### config.mk
export PLATFORM = sky130hd
export DESIGN_NAME = rx_frame_queue
export DESIGN_NICKNAME = d
export VERILOG_FILES = /design/src/rtl/rxq_pkg.sv /design/src/rtl/rxq_store.sv /design/src/rtl/rxq_ctrl.sv /design/src/rtl/rxq_irq.sv /design/src/rtl/rx_frame_queue.sv
export SDC_FILE = /design/constraint.sdc
export NUM_CORES = 1
export LEC_CHECK = 0
export BUFFER_PORTS_ARGS = -buffer_cell sky130_fd_sc_hd__clkbuf_2
export CORE_ASPECT_RATIO = 1.1
export CORE_MARGIN = 2
export CORE_UTILIZATION = 50
export CTS_BUF_LIST = sky130_fd_sc_hd__clkbuf_8
export DETAILED_ROUTE_END_ITERATION = 6
export GPL_ROUTABILITY_DRIVEN = 0
export PLACE_DENSITY_LB_ADDON = 0.3
export SLEW_MARGIN = 5
export SYNTH_ARGS = -nofsm -noshare
export SYNTH_HDL_FRONTEND = slang
export SYNTH_SLANG_ARGS = --single-unit
export TNS_END_PERCENT = 1
### constraint.sdc
create_clock -name clk_i -period 2.21 [get_ports clk_i]
set_input_delay 0 -clock clk_i [delete_from_list [all_inputs] [get_ports clk_i]]
set_output_delay 0 -clock clk_i [all_outputs]
set_load 0.02 [all_outputs]
### src/rtl/rxq_pkg.sv
package rxq_pkg;
  localparam int REG_AW = 2;
  localparam logic [REG_AW-1:0] IDX_STAT = 2'd0;
  localparam logic [REG_AW-1:0] IDX_IEN  = 2'd1;
  localparam logic [REG_AW-1:0] IDX_HEAD = 2'd2;

  // status word layout
  localparam int CNT_LSB  = 0;
  localparam int CNT_FW   = 2;
  localparam int BIT_FULL = 3;
  localparam int BIT_OVF  = 4;
  localparam int BIT_DEQ  = 5;

  // interrupt lines, also enable bit positions
  localparam int IRQ_NE  = 0;
  localparam int IRQ_FU  = 1;
  localparam int IRQ_OV  = 2;
  localparam int NUM_IRQ = 3;

  typedef logic [NUM_IRQ-1:0] irq_vec_t;
endpackage

### src/rtl/rxq_store.sv
module rxq_store #(
  parameter int DATA_W = 32,
  parameter int DEPTH  = 3,
  parameter int CNT_W  = $clog2(DEPTH + 1)
) (
  input  logic              clk_i,
  input  logic              rst_ni,
  input  logic              push_i,
  input  logic [DATA_W-1:0] data_i,
  input  logic              pop_i,
  output logic [CNT_W-1:0]  cnt_o,
  output logic [DATA_W-1:0] head_o,
  output logic              full_set_o,
  output logic              ovf_set_o
);
  localparam int PW = (DEPTH > 1) ? $clog2(DEPTH) : 1;
  localparam logic [PW-1:0]    LAST_P = PW'(DEPTH - 1);
  localparam logic [CNT_W-1:0] CAP    = CNT_W'(DEPTH);

  logic [DATA_W-1:0] slot_q [DEPTH];
  logic [PW-1:0]     wr_ptr_q, rd_ptr_q;
  logic [CNT_W-1:0]  cnt_q, cnt_d;
  logic              pop_eff, accept;

  assign pop_eff = pop_i && (cnt_q != '0);
  // a completing release frees a slot for a same-cycle arrival
  assign accept  = push_i && ((cnt_q != CAP) || pop_eff);
  assign cnt_d   = cnt_q + CNT_W'(accept) - CNT_W'(pop_eff);

  assign full_set_o = accept && (cnt_d == CAP);
  assign ovf_set_o  = push_i && !accept;

  for (genvar g = 0; g < DEPTH; g++) begin : g_slot
    always_ff @(posedge clk_i or negedge rst_ni) begin
      if (!rst_ni)                                 slot_q[g] <= '0;
      else if (accept && (wr_ptr_q == PW'(g)))     slot_q[g] <= data_i;
    end
  end

  always_ff @(posedge clk_i or negedge rst_ni) begin
    if (!rst_ni) begin
      wr_ptr_q <= '0;
      rd_ptr_q <= '0;
      cnt_q    <= '0;
    end else begin
      if (accept)  wr_ptr_q <= (wr_ptr_q == LAST_P) ? '0 : wr_ptr_q + 1'b1;
      if (pop_eff) rd_ptr_q <= (rd_ptr_q == LAST_P) ? '0 : rd_ptr_q + 1'b1;
      cnt_q <= cnt_d;
    end
  end

  assign cnt_o  = cnt_q;
  assign head_o = (cnt_q != '0) ? slot_q[rd_ptr_q] : '0;

  assert_cnt_bound_R3: assert property (@(posedge clk_i) disable iff (!rst_ni)
    cnt_q <= CAP);

  assert_drop_keeps_R5: assert property (@(posedge clk_i) disable iff (!rst_ni)
    (push_i && (cnt_q == CAP) && !pop_i) |=> ($stable(cnt_q) && $stable(wr_ptr_q)));

  assert_pop_nonempty_R7: assert property (@(posedge clk_i) disable iff (!rst_ni)
    pop_i |-> (cnt_q != '0));
endmodule

### src/rtl/rxq_ctrl.sv
module rxq_ctrl (
  input  logic clk_i,
  input  logic rst_ni,
  input  logic stat_we_i,
  input  logic clr_full_i,
  input  logic clr_ovf_i,
  input  logic deq_req_i,
  input  logic cnt_nz_i,
  input  logic full_set_i,
  input  logic ovf_set_i,
  output logic full_o,
  output logic ovf_o,
  output logic pend_o
);
  logic full_q, ovf_q, pend_q;

  always_ff @(posedge clk_i or negedge rst_ni) begin
    if (!rst_ni) begin
      full_q <= 1'b0;
      ovf_q  <= 1'b0;
      pend_q <= 1'b0;
    end else begin
      // set beats a same-cycle write-1 clear
      full_q <= full_set_i || (full_q && !(stat_we_i && clr_full_i));
      ovf_q  <= ovf_set_i  || (ovf_q  && !(stat_we_i && clr_ovf_i));
      pend_q <= pend_q ? 1'b0 : (stat_we_i && deq_req_i && cnt_nz_i);
    end
  end

  assign full_o = full_q;
  assign ovf_o  = ovf_q;
  assign pend_o = pend_q;

  assert_deq_selfclr_R6: assert property (@(posedge clk_i) disable iff (!rst_ni)
    pend_q |=> !pend_q);

  assert_full_set_wins_R8: assert property (@(posedge clk_i) disable iff (!rst_ni)
    full_set_i |=> full_q);

  assert_ovf_set_wins_R8: assert property (@(posedge clk_i) disable iff (!rst_ni)
    ovf_set_i |=> ovf_q);

  assert_ovf_sticky_R5: assert property (@(posedge clk_i) disable iff (!rst_ni)
    (ovf_q && !(stat_we_i && clr_ovf_i)) |=> ovf_q);

  assert_full_sticky_R4: assert property (@(posedge clk_i) disable iff (!rst_ni)
    (full_q && !(stat_we_i && clr_full_i)) |=> full_q);

  assert_deq_empty_R7: assert property (@(posedge clk_i) disable iff (!rst_ni)
    (!cnt_nz_i && !pend_q) |=> !pend_q);
endmodule

### src/rtl/rxq_irq.sv
module rxq_irq
  import rxq_pkg::*;
(
  input  logic     clk_i,
  input  logic     rst_ni,
  input  logic     ien_we_i,
  input  irq_vec_t ien_wdata_i,
  input  irq_vec_t cond_i,
  output irq_vec_t ien_o,
  output irq_vec_t irq_o
);
  irq_vec_t ien_q;

  always_ff @(posedge clk_i or negedge rst_ni) begin
    if (!rst_ni)       ien_q <= '0;
    else if (ien_we_i) ien_q <= ien_wdata_i;
  end

  for (genvar k = 0; k < NUM_IRQ; k++) begin : g_line
    assign irq_o[k] = cond_i[k] & ien_q[k];
  end

  assign ien_o = ien_q;

  assert_ien_hold_R9: assert property (@(posedge clk_i) disable iff (!rst_ni)
    !ien_we_i |=> $stable(ien_q));
endmodule

### src/rtl/rx_frame_queue.sv
module rx_frame_queue
  import rxq_pkg::*;
#(
  parameter int DATA_W = 32,
  parameter int DEPTH  = 3
) (
  input  logic              clk_i,
  input  logic              rst_ni,
  input  logic              frm_valid_i,
  input  logic [DATA_W-1:0] frm_data_i,
  input  logic [REG_AW-1:0] reg_addr_i,
  input  logic              reg_we_i,
  input  logic [31:0]       reg_wdata_i,
  output logic [31:0]       reg_rdata_o,
  output logic              irq_nempty_o,
  output logic              irq_full_o,
  output logic              irq_ovf_o
);
  localparam int CNT_W = $clog2(DEPTH + 1);

  logic [CNT_W-1:0]  cnt;
  logic [DATA_W-1:0] head;
  logic              full_set, ovf_set, pop;
  logic              full_flag, ovf_flag;
  logic              stat_we, ien_we;
  irq_vec_t          cond, ien, irq;
  logic [31:0]       stat_word, ien_word;
  logic              unused_wdata;

  assign stat_we = reg_we_i && (reg_addr_i == IDX_STAT);
  assign ien_we  = reg_we_i && (reg_addr_i == IDX_IEN);
  assign unused_wdata = ^{reg_wdata_i[31:BIT_DEQ+1], reg_wdata_i[2]};

  rxq_store #(.DATA_W(DATA_W), .DEPTH(DEPTH), .CNT_W(CNT_W)) u_store (
    .clk_i      (clk_i),
    .rst_ni     (rst_ni),
    .push_i     (frm_valid_i),
    .data_i     (frm_data_i),
    .pop_i      (pop),
    .cnt_o      (cnt),
    .head_o     (head),
    .full_set_o (full_set),
    .ovf_set_o  (ovf_set)
  );

  rxq_ctrl u_ctrl (
    .clk_i      (clk_i),
    .rst_ni     (rst_ni),
    .stat_we_i  (stat_we),
    .clr_full_i (reg_wdata_i[BIT_FULL]),
    .clr_ovf_i  (reg_wdata_i[BIT_OVF]),
    .deq_req_i  (reg_wdata_i[BIT_DEQ]),
    .cnt_nz_i   (cnt != '0),
    .full_set_i (full_set),
    .ovf_set_i  (ovf_set),
    .full_o     (full_flag),
    .ovf_o      (ovf_flag),
    .pend_o     (pop)
  );

  always_comb begin
    cond         = '0;
    cond[IRQ_NE] = (cnt != '0);
    cond[IRQ_FU] = full_flag;
    cond[IRQ_OV] = ovf_flag;
  end

  rxq_irq u_irq (
    .clk_i       (clk_i),
    .rst_ni      (rst_ni),
    .ien_we_i    (ien_we),
    .ien_wdata_i (reg_wdata_i[NUM_IRQ-1:0]),
    .cond_i      (cond),
    .ien_o       (ien),
    .irq_o       (irq)
  );

  assign irq_nempty_o = irq[IRQ_NE];
  assign irq_full_o   = irq[IRQ_FU];
  assign irq_ovf_o    = irq[IRQ_OV];

  always_comb begin
    stat_word                     = '0;
    stat_word[CNT_LSB +: CNT_FW]  = CNT_FW'(cnt);
    stat_word[BIT_FULL]           = full_flag;
    stat_word[BIT_OVF]            = ovf_flag;
    stat_word[BIT_DEQ]            = pop;
    ien_word                      = '0;
    ien_word[NUM_IRQ-1:0]         = ien;
  end

  always_comb begin
    case (reg_addr_i)
      IDX_STAT: reg_rdata_o = stat_word;
      IDX_IEN:  reg_rdata_o = ien_word;
      IDX_HEAD: reg_rdata_o = 32'(head);
      default:  reg_rdata_o = '0;
    endcase
  end

  assert_stat_rsvd_R1: assert property (@(posedge clk_i) disable iff (!rst_ni)
    (stat_word[31:BIT_DEQ+1] == '0) && !stat_word[2]);

  assert_nempty_line_R9: assert property (@(posedge clk_i) disable iff (!rst_ni)
    irq_nempty_o |-> (head == head) && (cnt != '0));
endmodule

# After elaboration in Yosys (flattened, before gate mapping)
# Index checks and enable logic that the tools add are counted.
# classes
addsub	4
n_mul	0
div	0
order_cmp	1
n_eq_ne	7
shifts	0
n_mux	8
bitwise_logic	4
n_reduce_logical	24
# ops
op	n
$mux W32	3
$pmux W32 S3	1
$bmux W32 S2	1
$logic_and A1 B1 Y1	15
$eq A2 B2 Y1 const B	4
$add A2 B1 Y2 const B	2
$eq A2 B1 Y1 const B	2
$logic_not A2 Y1	2
$mux W2	2
$and A1 B1 Y1	3
$ge A3 B3 Y1 const B	1
$logic_not A1 Y1	3
$logic_or A1 B1 Y1	3
$not A2 Y3	1
$add A2 B1 Y2	1
$ne A2 B2 Y1 const B	1
$reduce_bool A2 Y1	1
$sub A2 B1 Y2	1
$mux W1	1
# word_totals
ff_bits	108
latch_bits	0
ram_bits	0
rom_bits	0
in_bits	70
output_inout_bits	35
word_cells	58
n_memories	0

# Longest topological paths before layout
# Gate-level depths: netlist of run 1.
# logic_depth
depth_word	9
mapped_depth	9
mapped_depth_nobuf	8

# Cells and area by module
# Synthesis of run 1 repeated with hierarchy kept, for this count alone.
# hier_totals
cells_unflattened	438
hier_area_um2	5490.3
# by_module_without_submodules
mod	n_inst	cells_per_inst	area_each_um2	seq_area_each_um2
rxq_store	1	375	4899.7	2552.4
rx_frame_queue	1	46	355.3	0.0
rxq_irq	1	9	127.6	75.1
rxq_ctrl	1	8	107.6	75.1

# Least setup slack after synthesis of run 1
# Ideal clock, no wire load.
# synth_timing
path_kind	flip-flop to flip-flop
from	register u_store.cnt_q[1], in the netlist u_store.cnt_o[1]
to	register u_ctrl.full_q, in the netlist u_ctrl.full_o
setup_time_ns	0.122
arrival_ns	1.846
required_ns	2.088
path_slack_ns	0.243
stages_incl_launch_ff	10
path_buffers	1
period_less_slack_ns	1.967
path_cell_list	dfrtp_1 > buf_6 > o21ai_0 > inv_1 > ha_1 > inv_1 > ha_1 > xnor2_1 > xnor2_1 > a32o_1
# synth_via
elab_chain_len	9
elab_cells_between_ends	10
classes_between	add/sub (2); eq/ne (2); reduce/logical (6)
# synth_rtl
element	line	rtl
from (decl)	rxq_store.sv:22	logic [CNT_W-1:0] cnt_q, cnt_d;
from (signal assigned)	rxq_store.sv:48	cnt_q <= cnt_d;
$reduce_bool A2 Y1 *	rxq_store.sv:25	assign pop_eff = pop_i && (cnt_q != '0);
$logic_and A1 B1 Y1 *	rxq_store.sv:25	
named net u_store.pop_eff	rxq_store.sv:23	logic pop_eff, accept;
$logic_or A1 B1 Y1	rxq_store.sv:27	assign accept = push_i && ((cnt_q != CAP) || pop_eff);
$logic_and A1 B1 Y1	rxq_store.sv:27	
$add A2 B1 Y2	rxq_store.sv:28	assign cnt_d = cnt_q + CNT_W'(accept) - CNT_W'(pop_eff);
$sub A2 B1 Y2 *	rxq_store.sv:28	
named net u_store.cnt_d[1]	rxq_store.sv:22	
$eq A2 B2 Y1 *	rxq_store.sv:30	assign full_set_o = accept && (cnt_d == CAP);
$logic_and A1 B1 Y1 *	rxq_store.sv:30	
$logic_or A1 B1 Y1 *	rxq_ctrl.sv:24	full_q <= full_set_i || (full_q && !(stat_we_i && clr_full_i));
to (signal assigned)	rxq_ctrl.sv:24	
to (decl)	rxq_ctrl.sv:15	logic full_q, ovf_q, pend_q;
# Mark *: on every way through the listed nets, which the timed path passes. The rest lies on a longest branch.
# A chain may end at the register's enable or synchronous reset.

# Worst setup path after layout of run 1
# layout_timing
from	register u_store.rd_ptr_q[1]
to	output reg_rdata_o[20]
# layout_via
elab_chain_len	6
# layout_rtl
element	line	rtl
from (decl)	rxq_store.sv:21	logic [PW-1:0] wr_ptr_q, rd_ptr_q;
from (signal assigned)	rxq_store.sv:47	if (pop_eff) rd_ptr_q <= (rd_ptr_q == LAST_P) ? '0 : rd_ptr_q + 1'b1;
$not A2 Y3 (implied by the code)	rxq_store.sv:53	assign head_o = (cnt_q != '0) ? slot_q[rd_ptr_q] : '0;
$bmux W32 S2	rxq_store.sv:53	
$mux W32 (implied by the code) (2 in a row)	rxq_store.sv:53	
$mux W32	rxq_store.sv:53	
$pmux W32 S3	rx_frame_queue.sv:93	case (reg_addr_i)
to (decl)	rx_frame_queue.sv:14	output logic [31:0] reg_rdata_o,
# No other way between the ends. The select of a mux whose other input is x is not followed.

==> metrics.yaml, run 1 <==
min-delay-start: "reg_we_i"
antenna_found_initial: 0
vdd_ir_drop_max_v: 0.000636
ys_warn_count: 0
cts_sinks: 108
num_antenna_cells: 0
gr-total-overflow: 0
placed_cells: 595
finalNetCount: 600
worstSetupPathType: "flip-flop to primary output"
powerDensity_nw_per_um2: 1360
critPathLaunchType: "flip-flop"
p_sw_frac: 0.351
clkLatencyLatePin_ps: 380
slew_headroom: 0.648
r2r_slack_ps: 230
rows: 38
drt_iter0_drc: 171
pre_cts_ws_ps: 283
fillers: 811
min_path_type: "primary input to flip-flop"
syn_nets: 480
io_pins: 105
instances_no_fill: 653
drive_gt1_frac: 0.409
htreeDepth: 3
p_total_mw: 8.52
final-hold-violation-count: 0
cts_buffers: 9
clkTransAtPathRegs_ps: 100
clock_skew_ps: 16.8
die_w_um: 101
drc_errors: 0
cts_setup_buffers: 0
tightest_slew_ps: 528
drt-total-wl_mm: 11.3
area_growth_pct: 21.6
drtPass1Iterations: 4
hold_ws_ps: 87.0
grt_pass1_wl_mm: 18.7
grt_max_degree: 50
postRouteAntennaNets: 0
die-area_sq_um: 11100
grtUsageTotal: 0.214
via_per_inst: 5.39
port_buffers: 78
dp_hpwl_mm: 7.04
holdPathEnd: "u_irq.ien_o[2]$_DFFE_PN0P_"
synthesis.area_sq_um: 5150
syn-instance-count: 408
clock_power_share: 0.145
status: "completed"
r2r_cells: 8
internal-power_mw: 5.53
vias: 3520
p_seq_frac: 0.418
worst-path-max-fanout: 16
layout_setup_ws_ps: 128
rsz0062_at_grt: "no"
p_comb_frac: 0.437
switching_power_mw: 2.99
maxCapViolations: 0
cts_buffer_depth: 2
synth_cell_types: 33
synth-seq-cells: 108
yosysTopAreaCellShare: 0.525
critPathRequiredTime_ps: 2210
synth_area_leaders: "dfrtp_1 52%, mux2_2 16%, mux2_4 8.5%"
avgSynthCellArea_sq_um: 12.6
period_needed_ps: 2080
post-route-period-util: 0.942
dieHeight_um: 110
root_buffer: "clkbuf_8"
slew_viol_final: 0
regToRegEndpoint: "u_ctrl.full_o$_DFF_PN0_"
r2r_start: "u_store.cnt_o[1]$_DFF_PN0_"
cp-end-kind: "primary output"
start_util: 0.519
p_leak_nw: 2.97
cts_tree: "yes"
setup_viol: 0
design.core.area_sq_um: 9940
fin_setup_tns_ps: 0
arrival_ps: 2080
yosysTopAreaCell: "dfrtp_1"
yosysSeqAreaShare: 0.525
whs_path_depth: 3
fmax_ghz: 0.480
grt_pass1_vias: 3781
wl_per_cell_um: 17.3
[power by group through the flow]
stage / clock network, mW / logic [mW] / registers, mW
floorplan: 0 / 3.05 / 3.35
global placement: 0 / 3.56 / 3.50
detailed placement: 0 / 3.66 / 3.58
CTS: 1.26 / 3.75 / 3.54
global route: 1.35 / 4.07 / 3.67
finish: 1.23 / 3.73 / 3.56
[per-layer routing]
metal | up-vias | share of wire | track usage
met3 | 15 | 0.035 | 0.0494
met5 | - | 0 | 0
met1 | 1785 | 0.45 | 0.283
li1 | 1651 | - | -
met2 | 69 | 0.50 | 0.346
met4 | 0 | 0.017 | 0.0694
[worst max-delay path by stage]
stage	startpoint	endpoint	cells past startpoint
6_report	u_store.rd_ptr_q[1]$_DFFE_PN0P_	reg_rdata_o[20]	6
5_1_grt	u_store.rd_ptr_q[1]$_DFFE_PN0P_	reg_rdata_o[15]	6
4_1_cts	u_store.cnt_o[1]$_DFF_PN0_	reg_rdata_o[2]	5
3_5_place_dp	u_store.cnt_o[1]$_DFF_PN0_	u_ctrl.full_o$_DFF_PN0_	8
3_3_place_gp	u_store.cnt_o[1]$_DFF_PN0_	u_ctrl.full_o$_DFF_PN0_	8
2_1_floorplan	u_store.cnt_o[1]$_DFF_PN0_	u_ctrl.full_o$_DFF_PN0_	9
[logic make-up (layout without fill, tap and decap cells)]
kind of cell / Yosys count / after routing / synth area share
xor+xnor: 2 / 2 / 0.00340
fa+ha+maj: 2 / 2 / 0.00486
compound gates: 45 / 45 / 0.0483
mux: 133 / 133 / 0.304
simple gates: 86 / 86 / 0.0736
buf+inv: 32 / 157 / 0.0415
flops: 108 / 108 / 0.525
[sequential cells by signal, indices dropped and copies added (netlist names)]
name and cells:
u_ctrl.ovf_o 1, u_ctrl.pend_o 1, u_store.wr_ptr_q 2, u_irq.ien_o 3, u_store.slot_q 96, u_store.cnt_o 2
u_ctrl.full_o 1, u_store.rd_ptr_q 2
[cell usage in the layout, fill, tap and decap left out, types with 5 or more instances in the layout]
| master | instances |
|---|---|
| a21oi_1 | 33 |
| buf_4 | 16 |
| clkbuf_2 | 77 |
| clkbuf_8 | 11 |
| dfrtp_1 | 105 |
| dlygate4sd3_1 | 42 |
| inv_1 | 6 |
| mux2_2 | 71 |
| mux2_4 | 29 |
| mux2i_1 | 33 |
| nand2_1 | 10 |
| nor2_1 | 59 |
| o21ai_0 | 5 |
[cells in the mapped netlist]
cell / count
dfrtp_1: 108
mux2_2: 71
nor2_1: 59
a21oi_1: 33
mux2i_1: 33
mux2_4: 29
nand2_1: 10
buf_2: 9
clkbuf_1: 9
inv_1: 5
o21ai_0: 5
buf_12: 3
buf_4: 3
buf_6: 3
nor2b_1: 3
and2_1: 2
ha_1: 2
nand3_1: 2
nand3b_1: 2
nand3b_2: 2
o32ai_1: 2
xnor2_1: 2
a211o_1: 1
a211oi_1: 1
a21o_1: 1
a22oi_1: 1
a32o_1: 1
nand2_2: 1
nand2b_1: 1
nor3_1: 1
nor4b_1: 1
or3_1: 1
or3b_2: 1
[layout make-up]
cell class	count	area, sq um	area share
sequential	108	2710	0.432
clock buffer	11	151	0.0242
timing repair buffer	136	946	0.151
tap	120	150	0.0240
clock inverter	5	51.3	0.00819
inverter	5	18.8	0.00300
multi-input combinational	268	2240	0.358
[worst max-delay path: stages (launching register included)]
cell and delay, ps:
dfrtp_2 650, buf_4 380, mux2i_1 230, nor2_1 50
a21oi_1 130, nor2_1 80, clkbuf_2 160
[metrics by stage]
step                utilization  area [sq um]
floorplan                     -          5150
global placement          0.567          5640
detailed placement        0.567          5640
CTS                       0.630          6260
global route              0.630          6260
finish                    0.630          6260
[timing repair]
item / CTS / global route
resized for setup: 0 / 2
hold endpoints to repair: 141 / 0
hold buffers: 42 / 0
setup endpoints to repair: 0 / 5
Power figures use the tool's default switching activity.
==> run 2, diff against run 1 <==
--- a/config.mk
+++ b/config.mk
@@ -6,12 +6,14 @@
 export NUM_CORES = 1
 export LEC_CHECK = 0
 export BUFFER_PORTS_ARGS = -buffer_cell sky130_fd_sc_hd__clkbuf_2
+export CAP_MARGIN = 40
 export CORE_ASPECT_RATIO = 1.1
 export CORE_MARGIN = 2
 export CORE_UTILIZATION = 50
 export CTS_BUF_LIST = sky130_fd_sc_hd__clkbuf_8
 export DETAILED_ROUTE_END_ITERATION = 6
 export GPL_ROUTABILITY_DRIVEN = 0
+export MAX_ROUTING_LAYER = met4
 export PLACE_DENSITY_LB_ADDON = 0.3
 export SLEW_MARGIN = 5
 export SYNTH_ARGS = -nofsm -noshare
==> run 2 against run 1 <==
Net effect:
- die area unchanged
- sequential cell count unchanged
- setup slack better by 7.6 ps
- via count down 0.28%
- non-clock buffer count unchanged
- sequential power about the same
- wire length down 0.87%
- critical endpoint unchanged
- largest power group unchanged
==> metrics.yaml, run 2 (synthesis gave the netlist of run 1 again) <==
maxCapViolations: 0  # unchanged
dp_hpwl_mm: 7.04  # unchanged
rows: 38  # unchanged
period_needed_ps: 2070  # was 2080 ps
drc_errors: 0  # unchanged
crit_start: "u_store.rd_ptr_q[1]$_DFFE_PN0P_"  # unchanged
cts_buffers: 9  # unchanged
final-hold-violation-count: 0  # unchanged
clkTransAtPathRegs_ps: 100  # about the same
instances_no_fill: 653  # unchanged
num_antenna_cells: 0  # unchanged
design.core.area_sq_um: 9940  # unchanged
placed_cells: 595  # unchanged
port_buffers: 78  # unchanged
regMostFlops: "u_store.slot_q"  # unchanged
dieHeight_um: 110  # unchanged
grt_pass1_vias: 3783  # was 3781
min_path_type: "primary input to flip-flop"  # unchanged
grt_max_degree: 50  # unchanged
post-route-period-util: 0.939  # was 0.942
clkLatencyLatePin_ps: 370  # was 380 ps
cts_buffer_depth: 2  # unchanged
register_area_sq_um: 2710  # unchanged
start_util: 0.519  # unchanged
root_buffer: "clkbuf_8"  # unchanged
p_comb_frac: 0.437  # about the same
cts_sinks: 108  # unchanged
gr-total-overflow: 0  # unchanged
drt_iter0_drc: 151  # was 171
rsz0062_at_grt: "no"  # unchanged
setup_viol: 0  # unchanged
r2r_start: "u_store.cnt_o[1]$_DFF_PN0_"  # unchanged
powerDensity_nw_per_um2: 1360  # about the same
largest_reg_flops: 96  # unchanged
multi_input_area_sq_um: 2240  # unchanged
final_common_cell: "dfrtp_1"  # unchanged
drtPass1Iterations: 4  # unchanged
p_seq_frac: 0.418  # about the same
arrival_ps: 2070  # was 2080 ps
p_leak_nw: 2.97  # unchanged
pre_cts_ws_ps: 283  # unchanged
cts_tree: "yes"  # unchanged
wl_per_cell_um: 17.1  # was 17.3 um
grtUsageTotal: 0.220  # was 0.214
slew_viol_final: 0  # unchanged
htreeDepth: 3  # unchanged
via_per_inst: 5.38  # was 5.39
worstSetupPathType: "flip-flop to primary output"  # unchanged
fin_setup_tns_ps: 0  # unchanged
antenna_found_initial: 0  # unchanged
layout_setup_ws_ps: 136  # was 128 ps
clock_skew_ps: 11.1  # was 16.8 ps
postRouteAntennaNets: 0  # unchanged
min-delay-start: "reg_we_i"  # unchanged
slew_headroom: 0.651  # was 0.648
finish.utilization: 0.630  # unchanged
critPathLaunchType: "flip-flop"  # unchanged
io_pins: 105  # unchanged
layout_common_cells: "105 x dfrtp_1, 77 x clkbuf_2, 71 x mux2_2, 59 x nor2_1, 42 x dlygate4sd3_1"  # unchanged
cp-end-kind: "primary output"  # unchanged
internal-power_mw: 5.53  # about the same
switching_power_mw: 2.98  # was 2.99 mW
drt-total-wl_mm: 11.2  # was 11.3 mm
finalNetCount: 600  # unchanged
p_sw_frac: 0.350  # was 0.351
hold_ws_ps: 86.5  # was 87.0 ps
grt_pass1_wl_mm: 18.7  # about the same
vdd_ir_drop_max_v: 0.000635  # was 0.000636 V
die_w_um: 101  # unchanged
clock_power_share: 0.144  # was 0.145
fillers: 811  # unchanged
critPathRequiredTime_ps: 2210  # about the same
area_growth_pct: 21.6  # unchanged
fmax_ghz: 0.482  # was 0.480 GHz
worst-path-max-fanout: 16  # unchanged
die-area_sq_um: 11100  # unchanged
status: "completed"  # unchanged
vias: 3510  # was 3520
drive_gt1_frac: 0.409  # unchanged
tightest_slew_ps: 524  # was 528 ps
==> run 2: final cells by class <==
cell class,count,area share
clock buffer,11,0.0242
inverter,5,0.00300
timing repair buffer,136,0.151
clock inverter,5,0.00819
sequential,108,0.432
multi-input combinational,268,0.358
tap,120,0.0240
==> run 2: worst paths after layout <==
kind                                                  endpoint  slack (ps)  depth (start not counted)
worst min register to register  u_store.slot_q[22]$_DFFE_PN0P_         510                          1
worst min-delay path                u_irq.ien_o[2]$_DFFE_PN0P_          90                          3
worst max-delay path                           reg_rdata_o[20]         140                          6
worst max register to register         u_ctrl.full_o$_DFF_PN0_         230                          8
max in group asynchronous       u_store.slot_q[80]$_DFFE_PN0P_        1360                          3
min in group asynchronous       u_store.slot_q[73]$_DFFE_PN0P_         130                          2
==> run 2: power by group through the flow <==
stage	Sequential [mW]	Combinational, mW	Clock, mW
CTS	3.54	3.75	1.26
global route	3.67	4.07	1.35
finish	3.56	3.72	1.23
floorplan	3.35	3.05	0
detailed placement	3.58	3.66	0
global placement	3.50	3.56	0
==> run 2: per-stage QoR <==
step	total power, mW	cell area [sq um]
2_1_floorplan	6.40	5150
5_1_grt	9.09	6260
3_5_place_dp	7.24	5640
4_1_cts	8.54	6260
6_report	8.51	6260
3_3_place_gp	7.05	5640
==> run 2: metal layers <==
metal  share of wire  track usage  vias to the layer above
li1                -            -                     1655
met1            0.45        0.286                     1775
met2            0.50        0.346                       66
met3           0.035       0.0468                       14
met4           0.016       0.0694                        0
met5               0            -                        -
==> run 2: repair_timing <==
| item | in CTS | in global routing |
|---|---|---|
| endpoints found under the hold margin | 141 | 0 |
| gates resized for setup | 0 | 2 |
| buffers inserted | 0 | 0 |
| hold buffers | 42 | 0 |
| setup endpoints to repair | 0 | 5 |
==> run 2: worst max-delay path, cell delays in order (launching register included) <==
cell	delay (ps)
dfrtp_2	650
buf_4	380
mux2i_1	240
nor2_1	50
a21oi_1	130
nor2_1	80
clkbuf_2	160
==> run 3, diff against run 2 <==
--- a/config.mk
+++ b/config.mk
@@ -9,7 +9,7 @@
 export CAP_MARGIN = 40
 export CORE_ASPECT_RATIO = 1.1
 export CORE_MARGIN = 2
-export CORE_UTILIZATION = 50
+export CORE_UTILIZATION = 32
 export CTS_BUF_LIST = sky130_fd_sc_hd__clkbuf_8
 export DETAILED_ROUTE_END_ITERATION = 6
 export GPL_ROUTABILITY_DRIVEN = 0
==> constraint.sdc (replaced) <==
create_clock -name clk_i -period 2.6 [get_ports clk_i]
set_input_delay 0 -clock clk_i [delete_from_list [all_inputs] [get_ports clk_i]]
set_output_delay 0 -clock clk_i [all_outputs]
set_load 0.02 [all_outputs]
==> run 3 against run 2 <==
Net effect:
- sequential power decreased by 15%
- global-route usage decreased by 7.6 points
- via count fell by 3.4%
- non-clock buffer count fell by 5
- highest routed layer unchanged
- critical endpoint is now reg_rdata_o[9]
==> metrics.yaml, run 3 (synthesis gave the netlist of run 1 again) <==
status: "completed"  # unchanged
drc_errors: 0  # unchanged
slew_headroom: 0.504  # was 0.651
grt_pass1_vias: 3546  # was 3783
drt-total-wl_mm: 11.6  # was 11.2 mm
period_needed_ps: 2370
antenna_found_initial: 0  # unchanged
dp_hpwl_mm: 7.48  # was 7.04 mm
port_buffers: 78  # unchanged
whs_path_depth: 3  # unchanged
hold_ws_ps: 103  # was 86.5 ps
wl_per_cell_um: 15.9  # was 17.1 um
rows: 48  # was 38
design.core.area_sq_um: 15700  # was 9940 sq um
worstSetupPathType: "flip-flop to primary output"  # unchanged
area_growth_pct: 23.1  # was 21.6%
finish.utilization: 0.403  # was 0.630
powerDensity_nw_per_um2: 1130  # was 1360 nW/um^2
num_antenna_cells: 0  # unchanged
setup_viol: 0  # unchanged
rsz0062_at_grt: "no"  # unchanged
cp-end-kind: "primary output"  # unchanged
die_w_um: 125  # was 101 um
gr-total-overflow: 0  # unchanged
clkTransAtPathRegs_ps: 100  # about the same
drt_iter0_drc: 133  # was 151
cts_sinks: 108  # unchanged
multi_input_area_sq_um: 2240  # about the same
drtPass1Iterations: 4  # unchanged
root_buffer: "clkbuf_8"  # unchanged
final_common_cell: "dfrtp_1"  # unchanged
largest_reg_flops: 96  # unchanged
p_leak_nw: 2.95  # was 2.97 nW
maxCapViolations: 0  # unchanged
register_area_sq_um: 2710  # about the same
clock_skew_ps: 9.39  # was 11.1 ps
worst-path-max-fanout: 16  # unchanged
cts_tree: "yes"  # unchanged
tightest_slew_ps: 744  # was 524 ps
io_pins: 105  # unchanged
dieHeight_um: 137  # was 110 um
r2r_cells: 8  # unchanged
htreeDepth: 3  # unchanged
cts_buffers: 9  # unchanged
p_total_mw: 7.19  # was 8.51 mW
cts_setup_buffers: 0  # unchanged
via_per_inst: 4.66  # was 5.38
fin_setup_tns_ps: 0  # unchanged
cts_buffer_depth: 2  # unchanged
vdd_ir_drop_max_v: 0.000339  # was 0.000635 V
layout_common_cells: "106 x dfrtp_1, 77 x clkbuf_2, 71 x mux2_2, 59 x nor2_1, 42 x dlygate4sd3_1"  # was 105 x dfrtp_1, 77 x clkbuf_2, 71 x mux2_2, 59 x nor2_1, 42 x dlygate4sd3_1
clkLatencyLatePin_ps: 380  # was 370 ps
vias: 3392  # was 3510
arrival_ps: 2370  # was 2070 ps
r2r_start: "u_store.cnt_o[1]$_DFF_PN0_"  # unchanged
pre_cts_ws_ps: 459  # was 283 ps
r2r_slack_ps: 480  # was 230 ps
holdPathEnd: "u_irq.ien_o[2]$_DFFE_PN0P_"  # unchanged
placed_cells: 670  # was 595
placed_cell_area_sq_um: 5730  # was 5640 sq um
start_util: 0.327  # was 0.519
grt_pass1_wl_mm: 18.8  # was 18.7 mm
postRouteAntennaNets: 0  # unchanged
regMostFlops: "u_store.slot_q"  # unchanged
drive_gt1_frac: 0.402  # was 0.409
post-route-period-util: 0.912
finalNetCount: 595  # was 600
slew_viol_final: 0  # unchanged
die-area_sq_um: 17100  # was 11100 sq um
min_path_type: "primary input to flip-flop"  # unchanged
regToRegEndpoint: "u_ctrl.full_o$_DFF_PN0_"  # unchanged
instances_no_fill: 728  # was 653
layout_setup_ws_ps: 230  # was 136 ps
critPathRequiredTime_ps: 2600  # was 2210 ps
min-delay-start: "reg_we_i"  # unchanged
fillers: 1566  # was 811
grt_max_degree: 57  # was 50
crit_start: "u_store.cnt_o[1]$_DFF_PN0_"  # was u_store.rd_ptr_q[1]$_DFFE_PN0P_
fmax_ghz: 0.422
final-hold-violation-count: 0  # unchanged
final_cell_area_sq_um: 6340  # was 6260 sq um
critPathLaunchType: "flip-flop"  # unchanged
grtUsageTotal: 0.144  # was 0.220
-- run 3: worst max-delay path by stage --
| stage | to | depth (start not counted) |
|---|---|---|
| 4_1_cts | reg_rdata_o[9] | 5 |
| 6_report | reg_rdata_o[9] | 5 |
| 3_5_place_dp | u_ctrl.full_o$_DFF_PN0_ | 8 |
| 2_1_floorplan | u_ctrl.full_o$_DFF_PN0_ | 9 |
| 5_1_grt | reg_rdata_o[9] | 5 |
| 3_3_place_gp | u_ctrl.full_o$_DFF_PN0_ | 8 |
-- run 3: final cells by class --
cell class / instances / area share
Sequential cell: 108 / 0.426
Inverter: 5 / 0.00296
Timing Repair Buffer: 131 / 0.147
Multi-Input combinational cell: 268 / 0.354
Clock inverter: 7 / 0.0108
Clock buffer: 9 / 0.0195
Tap cell: 200 / 0.0394
-- run 3: repair_timing --
item	in CTS	in global routing
hold endpoints to repair	159	0
gates resized for setup	0	0
hold buffers	42	0
-- run 3: layer usage --
metal  part of all wire  global-route usage
met1               0.49               0.191
met2               0.48               0.229
met4              0.011              0.0426
met5                  0                   -
met3              0.024              0.0231
-- run 3: power by group --
| part | total (mW) | internal (mW) | switching [mW] | leakage, nW |
|---|---|---|---|---|
| Clock | 1.02 | 0.440 | 0.580 | 0.0887 |
| Sequential | 3.01 | 2.52 | 0.493 | 1.28 |
| Combinational | 3.16 | 1.70 | 1.46 | 1.58 |
-- run 3: worst max-delay path, stage by stage (launching register included) --
cell	delay [ps]
dfrtp_1	490
nor2_1	120
or3b_2	660
buf_4	290
nor2_1	220
clkbuf_2	210
